[src/rtl/irq_nest_pkg.sv]
`timescale 1ns/1ps
package irq_nest_pkg;
  localparam int unsigned REG_W      = 32;
  localparam int unsigned NSRC       = 8;
  localparam int unsigned ST_IE      = 0;
  localparam int unsigned ST_EXL     = 1;
  localparam int unsigned ST_UM      = 4;
  localparam int unsigned FLD_LO     = 8;
  localparam int unsigned CA_EXC_LO  = 2;
  localparam int unsigned CA_EXC_W   = 5;
  localparam int unsigned CA_BD      = 31;
  typedef enum logic {SEL_STATUS = 1'b0, SEL_CAUSE = 1'b1} reg_sel_e;
endpackage

[src/rtl/irq_prio_enc.sv]
`timescale 1ns/1ps
module irq_prio_enc #(
  parameter int unsigned N  = 8,
  localparam int unsigned IW = $clog2(N)
) (
  input  logic [N-1:0]  cand,
  output logic          any,
  output logic [IW-1:0] idx
);
  always_comb begin
    any = |cand;
    idx = '0;
    for (int i = 0; i < int'(N); i++) begin
      if (cand[i]) idx = IW'(i);
    end
  end
endmodule

[src/rtl/irq_mask_stack.sv]
`timescale 1ns/1ps
module irq_mask_stack #(
  parameter int unsigned W     = 8,
  parameter int unsigned DEPTH = 8,
  localparam int unsigned CW   = $clog2(DEPTH + 1)
) (
  input  logic         clk,
  input  logic         rst_n,
  input  logic         push,
  input  logic         pop,
  input  logic [W-1:0] din,
  output logic [W-1:0] dout,
  output logic         empty,
  output logic         full
);
  logic [W-1:0]  mem [DEPTH];
  logic [CW-1:0] cnt_q, cnt_d;

  assign empty = (cnt_q == '0);
  assign full  = (cnt_q == CW'(DEPTH));

  always_comb begin
    cnt_d = cnt_q;
    if (push && !full)       cnt_d = cnt_q + 1'b1;
    else if (pop && !empty)  cnt_d = cnt_q - 1'b1;
  end

  always_ff @(posedge clk or negedge rst_n) begin
    if (!rst_n) cnt_q <= '0;
    else        cnt_q <= cnt_d;
  end

  for (genvar g = 0; g < int'(DEPTH); g++) begin : g_slot
    logic slot_we;
    assign slot_we = push && !full && (cnt_q == CW'(g));
    always_ff @(posedge clk) begin
      if (slot_we) mem[g] <= din;
    end
  end

  always_comb begin
    dout = '0;
    for (int i = 0; i < int'(DEPTH); i++) begin
      if (cnt_q == CW'(i + 1)) dout = mem[i];
    end
  end

  a_r7_no_overflow: assert property (@(posedge clk) disable iff (!rst_n) push |-> !full);
  a_r6_pop_has_data: assert property (@(posedge clk) disable iff (!rst_n) pop |-> !empty);
  a_r9_push_pop_excl: assert property (@(posedge clk) disable iff (!rst_n) !(push && pop));
  a_r7_count_bound: assert property (@(posedge clk) disable iff (!rst_n) cnt_q <= CW'(DEPTH));
endmodule

[src/rtl/irq_nest_ctrl.sv]
`timescale 1ns/1ps
module irq_nest_ctrl
  import irq_nest_pkg::*;
#(
  parameter int unsigned STACK_DEPTH  = 8,
  parameter logic [4:0]  EXC_EXT_CODE = 5'd0,
  localparam int unsigned IW = $clog2(NSRC)
) (
  input  logic              clk,
  input  logic              rst_n,
  input  logic [NSRC-1:0]   irq_lines,
  input  logic              reg_sel,
  input  logic              reg_we,
  input  logic [REG_W-1:0]  reg_wdata,
  output logic [REG_W-1:0]  reg_rdata,
  input  logic              take_irq,
  input  logic              irq_return,
  output logic              irq_req,
  output logic [IW-1:0]     irq_id
);
  // reset: asynchronous assert, synchronous release
  logic rst_m_q, rst_s_n;
  always_ff @(posedge clk or negedge rst_n) begin
    if (!rst_n) begin
      rst_m_q <= 1'b0;
      rst_s_n <= 1'b0;
    end else begin
      rst_m_q <= 1'b1;
      rst_s_n <= rst_m_q;
    end
  end

  logic [NSRC-1:0] pend_q, mask_q, mask_d;
  logic            ie_q, ie_d, exl_q, exl_d, um_q, um_d, bd_q, bd_d;
  logic [CA_EXC_W-1:0] exc_q, exc_d;

  logic [NSRC-1:0] cand;
  logic            cand_any, stk_empty, stk_full;
  logic [NSRC-1:0] stk_top;
  logic            accept, pop_en, sw_wr;

  function automatic logic [NSRC-1:0] keep_above(input logic [IW-1:0] k);
    logic [NSRC-1:0] r;
    for (int i = 0; i < int'(NSRC); i++) r[i] = (i > int'(k));
    return r;
  endfunction

  assign cand = pend_q & mask_q;

  irq_prio_enc #(.N(NSRC)) u_enc (
    .cand (cand),
    .any  (cand_any),
    .idx  (irq_id)
  );

  assign irq_req = ie_q && cand_any && !stk_full;
  assign accept  = take_irq && irq_req && !irq_return;
  assign pop_en  = irq_return && !stk_empty;
  assign sw_wr   = reg_we && !accept && !irq_return;

  irq_mask_stack #(.W(NSRC), .DEPTH(STACK_DEPTH)) u_stack (
    .clk   (clk),
    .rst_n (rst_s_n),
    .push  (accept),
    .pop   (pop_en),
    .din   (mask_q),
    .dout  (stk_top),
    .empty (stk_empty),
    .full  (stk_full)
  );

  // next state
  always_comb begin
    mask_d = mask_q;
    ie_d   = ie_q;
    exl_d  = exl_q;
    um_d   = um_q;
    bd_d   = bd_q;
    exc_d  = exc_q;
    if (irq_return) begin
      ie_d = 1'b0;
      if (!stk_empty) mask_d = stk_top;
    end else if (accept) begin
      mask_d = mask_q & keep_above(irq_id);
      ie_d   = 1'b1;
      exc_d  = EXC_EXT_CODE;
    end else if (sw_wr) begin
      if (reg_sel == SEL_STATUS) begin
        mask_d = reg_wdata[FLD_LO +: NSRC];
        um_d   = reg_wdata[ST_UM];
        exl_d  = reg_wdata[ST_EXL];
        ie_d   = reg_wdata[ST_IE];
      end else begin
        bd_d  = reg_wdata[CA_BD];
        exc_d = reg_wdata[CA_EXC_LO +: CA_EXC_W];
      end
    end
  end

  // registers
  always_ff @(posedge clk or negedge rst_s_n) begin
    if (!rst_s_n) begin
      pend_q <= '0;
      mask_q <= '0;
      ie_q   <= 1'b0;
      exl_q  <= 1'b0;
      um_q   <= 1'b0;
      bd_q   <= 1'b0;
      exc_q  <= '0;
    end else begin
      pend_q <= irq_lines;
      mask_q <= mask_d;
      ie_q   <= ie_d;
      exl_q  <= exl_d;
      um_q   <= um_d;
      bd_q   <= bd_d;
      exc_q  <= exc_d;
    end
  end

  // read mux
  always_comb begin
    reg_rdata = '0;
    if (reg_sel == SEL_STATUS) begin
      reg_rdata[FLD_LO +: NSRC] = mask_q;
      reg_rdata[ST_UM]          = um_q;
      reg_rdata[ST_EXL]         = exl_q;
      reg_rdata[ST_IE]          = ie_q;
    end else begin
      reg_rdata[FLD_LO +: NSRC]         = pend_q;
      reg_rdata[CA_BD]                  = bd_q;
      reg_rdata[CA_EXC_LO +: CA_EXC_W]  = exc_q;
    end
  end

  a_r2_pend_tracks: assert property (@(posedge clk) disable iff (!rst_s_n)
    1'b1 |=> pend_q == $past(irq_lines));
  a_r4_top_winner: assert property (@(posedge clk) disable iff (!rst_s_n)
    irq_req |-> ((cand >> irq_id) == NSRC'(1)));
  a_r5_entry_narrows: assert property (@(posedge clk) disable iff (!rst_s_n)
    accept |=> ((mask_q & ~keep_above($past(irq_id))) == '0) && ie_q);
  a_r6_return_clears_ie: assert property (@(posedge clk) disable iff (!rst_s_n)
    irq_return |=> !ie_q);
  a_r6_return_restores: assert property (@(posedge clk) disable iff (!rst_s_n)
    pop_en |=> mask_q == $past(stk_top));
  a_r8_no_req_no_change: assert property (@(posedge clk) disable iff (!rst_s_n)
    (take_irq && !irq_req && !irq_return && !reg_we) |=> $stable(mask_q) && $stable(exc_q));
endmodule

[config.mk]
export PLATFORM = sky130hd
export DESIGN_NAME = irq_nest_ctrl
export DESIGN_NICKNAME = d
export VERILOG_FILES = /design/src/rtl/irq_nest_pkg.sv /design/src/rtl/irq_prio_enc.sv /design/src/rtl/irq_mask_stack.sv /design/src/rtl/irq_nest_ctrl.sv
export SDC_FILE = /design/constraint.sdc
export NUM_CORES = 1
export LEC_CHECK = 0
export BUFFER_PORTS_ARGS = -buffer_cell sky130_fd_sc_hd__buf_2
export CAP_MARGIN = 20
export CORE_MARGIN = 1.5
export CORE_UTILIZATION = 25
export CTS_CLUSTER_SIZE = 16
export DETAILED_ROUTE_END_ITERATION = 10
export SLEW_MARGIN = 20
export SYNTH_ARGS = -nofsm -noshare
export SYNTH_HDL_FRONTEND = slang
export SYNTH_SLANG_ARGS = --single-unit
[constraint.sdc]
create_clock -name clk -period 2.81 [get_ports clk]
set_input_delay 0.562 -clock clk [delete_from_list [all_inputs] [get_ports clk]]
set_output_delay 0.562 -clock clk [all_outputs]
set_load 0.02 [all_outputs]
==> results of run 1 <==
[per-layer routing]
| metal | GRT usage (%) | vias to the layer above |
|---|---|---|
| met5 | 0 | - |
| met4 | 5.54 | 0 |
| met3 | 2.07 | 19 |
| met2 | 18.1 | 129 |
| met1 | 16.0 | 1586 |
| li1 | - | 1498 |
[synthesized netlist by cell type, types with 2 or more instances]
library cell	number
a21boi_0	3
a21o_1	4
a21oi_1	27
a221oi_1	5
a22o_1	6
a22oi_1	4
a22oi_2	2
a22oi_4	2
a2bb2oi_1	2
a31oi_1	4
a32oi_1	3
a41o_1	2
and2_1	5
and3_1	8
buf_2	8
buf_4	17
buf_6	2
clkbuf_1	8
conb_1	2
dfrtp_1	31
edfxtp_1	64
ha_1	4
inv_1	11
mux2_2	10
mux2i_1	4
nand2_1	29
nand2b_1	7
nand3_1	8
nand3b_1	5
nor2_1	12
nor2b_1	6
nor3_1	3
nor4_1	4
o211ai_1	5
o21ai_0	19
o21ai_1	4
o221ai_1	3
xnor2_1	2
[where the power goes]
group,internal (mW),switching [mW]
logic,0.706,1.22
clock network,0.610,0.549
registers,1.76,0.227
total,3.08,1.99
[worst paths after layout]
kind / start / end / depth (start not counted)
max in group asynchronous: rst_s_n / u_stack.cnt_q[0] / 1
min: rst_s_n / pend_q[6] / 0
min reg2reg: rst_s_n / pend_q[6] / 0
max: mask_q[7] / irq_req / 4
max reg2reg: u_stack.cnt_q[0] / mask_q[4] / 8
min in group clk: irq_lines[6] / pend_q[6] / 1
[metrics by stage]
step           util [%]  cell area, um^2  hold WS, ns  std cells
5_1_grt            30.0             5410        0.248        668
6_report           30.0             5410        0.194        668
3_5_place_dp       28.4             5120        0.228        651
3_3_place_gp       28.4             5120        0.221        651
4_1_cts            30.0             5410        0.220        668
2_1_floorplan         -             4680        0.266        390
[registers in the layout (all words and copies together) (netlist names)]
name,cells
exc_q,5
u_stack.cnt_q,4
ie_q,1
mask_q,8
bd_q,1
exl_q,1
rst_m_q,1
pend_q,8
u_stack.mem,64
um_q,1
rst_s_n,1
[area by class of cell]
cell class | count | area [um^2] | share of cell area [%]
flip-flops and latches | 95 | 2700 | 49.9
well taps | 229 | 287 | 5.30
clock inverters | 7 | 53.8 | 0.995
clock buffers | 9 | 225 | 4.17
multi-input cells | 247 | 1700 | 31.5
inverters | 12 | 45.0 | 0.833
repair buffers | 69 | 398 | 7.36
[cells by family (layout without fill, tap and decap cells)]
group                    after synthesis  count (layout)  synth area share, %
flip-flops                            95              95                 58.4
multiplexers                          16              16                 4.11
other                                  2              17                0.162
XOR/XNOR                               3               3                0.569
buffers and inverters                 48              97                 6.06
adder cells (fa/ha/maj)                4               4                 1.08
AO/OA/AOI/OAI                        108             108                 17.3
AND/OR/NAND/NOR                       99              99                 12.4
[layout by cell type, fill, tap and decap left out, drive strengths merged, types with 7 or more instances in the layout]
cell,count
edfxtp,64
a22oi,8
nand2b,7
dfrtp,31
buf,68
nand3,8
o21ai,24
clkbuf,9
conb,17
inv,14
nand2,30
and3,8
nor2,13
mux2,11
a21oi,27
[timing repair]
item / in CTS / in global routing
buffers inserted: 0 / 0
endpoints found under the hold margin: 2 / 0
hold buffers: 1 / 0
==> flow_metrics.py, run 1 <==
metrics = {
    "placed_design": {
        "dp_hpwl_mm": 7.91,
        "routabilityCongestion": 0.803,
        "portBuffers": 49,
        "dp_slack_ns": 0.330,
    },
    "routing": {
        "first_pass_iters": 5,
        "ant_nets": 0,
        "wl_met1_mm": 5.12,
        "wl_met3_um": 690,
        "vias_per_cell": 4.84,
        "drc_errors": 0,
        "wl_met2_mm": 5.17,
        "num_vias": 3232,
        "first_iter_violations": 284,
        "wl_per_cell_um": 16.8,
        "top_layer_used": "met4",
        "wl_mm": 11.2,
    },
    "sta": {
        "finalHoldViolations": 0,
        "setup_slack_ns": 0.236,
        "rsz0062_at_grt": "no",
        "tns_ns": 0,
        "maxSlewViolCount": 0,
        "final-setup-viol-count": 0,
        "period_needed_ns": 2.57,
        "fin_worst_skew_ns": 0.00815,
        "layout_worst_path_cycle_share_pct": 91.6,
        "worst_slew_pin_slew_ns": 0.693,
        "relSlewSlack_pct": 53.8,
        "max_freq_ghz": 0.389,
    },
    "clock_tree": {
        "cts_made_buffers": 9,
        "cts-root-buf": "clkbuf_16",
        "h-tree-depth": 3,
        "insertion_delay_ns": 0.35,
        "cts_tree": "yes",
        "clk_transition_reported_paths_ns": 0.07,
        "cts.sinks": 95,
        "cts.repair.resized": 0,
        "clockBufferDepth": 2,
    },
    "power_and_ir_drop": {
        "vdd_drop_max_mv": 0.400,
        "power_mw": 5.07,
        "p_per_area_nw_per_um2": 938,
        "p_leak_nw": 2.08,
    },
    "outcome": {
        "status": "finished clean",
    },
    "global_routing": {
        "antenna_found_initial": 1,
        "grt_pass1_wl_mm": 18.0,
        "grt-ovfl-total": 0,
        "grtUsageTotal_pct": 11.7,
        "grt_pass1_vias": 3240,
        "grt_max_degree": 20,
    },
    "floorplanning": {
        "dieArea_um2": 19300,
        "core_area_um2": 18000,
        "rows": 49,
        "start_util_pct": 25.6,
        "die_h_um": 139,
        "die_x_um": 139,
        "io_pins": 82,
    },
    "layout": {
        "area_growth_pct": 17.0,
        "num-fill-cells": 1851,
        "diodes": 0,
        "finalNetCount": 484,
        "drive_gt1_share_pct": 25.1,
    },
    "logic_synthesis": {
        "postSynthCellCount": 375,
        "synthFlopType": "edfxtp_1",
        "yosys.area.top_type": "edfxtp_1",
        "synth_area_per_cell_um2": 12.3,
        "synth_area_leaders": "edfxtp_1, dfrtp_1, a21oi_1",
        "ys_types": 68,
        "synth_top_area_share_pct": 41.6,
        "netlist_area_um2": 4620,
        "synth_edf_count": 64,
        "seq_area_frac_synth_pct": 58.4,
        "synth_seq_cells": 95,
        "async_flop_share_pct": 32.6,
        "yosys_warnings": 0,
    },
    "job": {
        "drv_cap": 0,
    },
    "setup_path": {
        "crit_path_end_kind": "output pin",
        "crit_arrival_ns": 2.01,
        "crit_type": "reg -> out",
        "crit_slowest_cell": "dfrtp_1",
        "path_buf_inv": 1,
        "cp_slowest_stage_delay_ns": 0.57,
        "crit_fanout": 13,
        "r2r_slack_ns": 0.31,
        "required_ns": 2.25,
        "crit_family": "flip-flops",
        "worstSetupStartpointType": "flop",
        "worstPathCellList": "a22oi_4, nand4_4, and3_1, buf_2",
    },
    "min_path": {
        "holdCritPathClass": "reg -> async",
    },
}
(Power assumes the default switching activity.)
==> run 2, diff against run 1 <==
clock period = 3.2 ns   (was 2.81 ns; I/O delays follow)
==> flow_metrics.py, run 2 (same netlist as run 1, synthesis figures left out) <==
metrics = {
    "outcome": {
        "status": "finished clean",
    },
    "layout": {
        "area_growth_pct": 14.9,
        "diodes": 0,
        "final_area_um2": 5310,
        "finalNetCount": 473,
        "largest_reg_flops": 64,
        "reg_top3": "u_stack.mem: 64 flops, mask_q: 8 flops, pend_q: 8 flops",
        "layout_common_cells": "edfxtp_1, buf_2, dfrtp_1, nand2_1, a21oi_1",
        "finalCoreUtilization_pct": 29.5,
        "top_register": "u_stack.mem",
        "drive_gt1_share_pct": 23.1,
        "final_common_cell": "edfxtp_1",
    },
    "sta": {
        "max_freq_ghz": 0.361,
        "final-setup-viol-count": 0,
        "maxSlewViolCount": 0,
        "period_needed_ns": 2.77,
        "tns_ns": 0,
        "finalHoldViolations": 0,
        "fin_worst_skew_ns": 0.00704,
        "relSlewSlack_pct": 46.1,
        "layout_worst_path_cycle_share_pct": 86.5,
        "rsz0062_at_grt": "no",
        "worst_slew_pin_slew_ns": 0.808,
    },
    "routing": {
        "wl_per_cell_um": 16.6,
        "first_pass_iters": 5,
        "wl_mm": 10.9,
        "vias_per_cell": 4.90,
        "num_vias": 3217,
        "drc_errors": 0,
        "first_iter_violations": 286,
        "ant_nets": 0,
    },
    "clock_tree": {
        "clk_transition_reported_paths_ns": 0.06,
        "cts-root-buf": "clkbuf_16",
        "clockBufferDepth": 2,
        "hold_buffers": 0,
        "insertion_delay_ns": 0.34,
        "cts_setup_buffers": 0,
        "h-tree-depth": 3,
        "cts_made_buffers": 9,
        "cts_tree": "yes",
        "cts.sinks": 95,
        "cts.repair.resized": 0,
    },
    "setup_path": {
        "crit_slowest_cell": "ha_1",
        "cp_slowest_stage_delay_ns": 0.53,
        "r2r_slack_ns": 0.51,
        "crit_arrival_ns": 2.13,
        "crit_fanout": 16,
        "reg2regPathDepth": 6,
        "worstPathCellList": "inv_1, ha_1, nand3b_4, and3_1, buf_2",
        "required_ns": 2.56,
        "crit_path_end_kind": "output pin",
        "crit_type": "reg -> out",
        "r2r_start": "u_stack.cnt_q[1]",
        "worstSetupStartpointType": "flop",
        "timing.rr.end": "bd_q",
    },
    "floorplanning": {
        "rows": 49,
        "io_pins": 82,
        "die_x_um": 139,
        "start_util_pct": 25.6,
        "core_area_um2": 18000,
        "dieArea_um2": 19300,
        "die_h_um": 139,
    },
    "global_routing": {
        "grt_max_degree": 23,
        "gr-usage-met3_pct": 2.69,
        "grt_pass1_wl_mm": 17.6,
        "grtUsageMet1_pct": 15.9,
        "gr-max-usage-layer": "met2",
        "antenna_found_initial": 0,
        "grt-ovfl-total": 0,
        "grt_pass1_vias": 3093,
        "grtUsageTotal_pct": 11.5,
        "met2_usage_pct": 18.1,
    },
    "placed_design": {
        "place_area_um2": 5040,
        "routabilityCongestion": 0.794,
        "dp_hpwl_mm": 7.64,
        "portBuffers": 49,
    },
    "min_path": {
        "holdCritPathClass": "in -> async",
    },
    "power_and_ir_drop": {
        "p_leak_nw": 2.03,
        "power_mw": 4.33,
        "vdd_drop_max_mv": 0.434,
        "p_per_area_nw_per_um2": 815,
    },
    "job": {
        "drv_cap": 0,
    },
}
[run 2: through the flow]
stage	hold slack [ns]	setup WS, ns	instances
after floorplan	0.331	0.805	390
after global placement	0.229	0.584	641
after detailed placement	0.244	0.517	641
after CTS	0.0733	0.420	657
after global routing	0.0613	0.261	657
final	0.0780	0.433	657
[run 2: area by class of cell]
cell class | count | area (um^2)
Clock inverter | 5 | 23.8
Timing Repair Buffer | 58 | 313
Inverter | 12 | 45.0
Fill cell | 1847 | 12700
Multi-Input combinational cell | 247 | 1700
Sequential cell | 95 | 2700
Tap cell | 229 | 287
Clock buffer | 11 | 243
[run 2: worst max-delay path by stage]
stage                                start                  to  slack, ns  cells after the start
after floorplan           u_stack.cnt_q[0]  u_stack.mem[0][10]       0.80                      5
after global placement    u_stack.cnt_q[1]                bd_q       0.58                      6
after detailed placement  u_stack.cnt_q[1]                bd_q       0.52                      6
after CTS                 u_stack.cnt_q[1]             irq_req       0.42                      5
after global routing      u_stack.cnt_q[0]             irq_req       0.26                      5
final                     u_stack.cnt_q[1]             irq_req       0.43                      5
[run 2: layer usage]
metal | wire length (um) | share of wire (%)
met1 | 5020 | 46
met2 | 5200 | 48
met3 | 566 | 5.2
met4 | 145 | 1.3
met5 | 0 | 0
[run 2: critical path: cells and delay by family, from the launching register on]
| kind | cells | cell delay (ns) |
|---|---|---|
| and+or+nand+nor | 2 | 0.53 |
| DFF | 1 | 0.45 |
| adders and majority gates | 1 | 0.53 |
| buffers and inverters | 2 | 0.27 |
[run 2: power breakdown]
part / total, mW / internal (mW) / switching [mW]
logic: 1.49 / 0.558 / 0.927
clock network: 0.970 / 0.540 / 0.430
registers: 1.87 / 1.55 / 0.325
total: 4.33 / 2.64 / 1.68
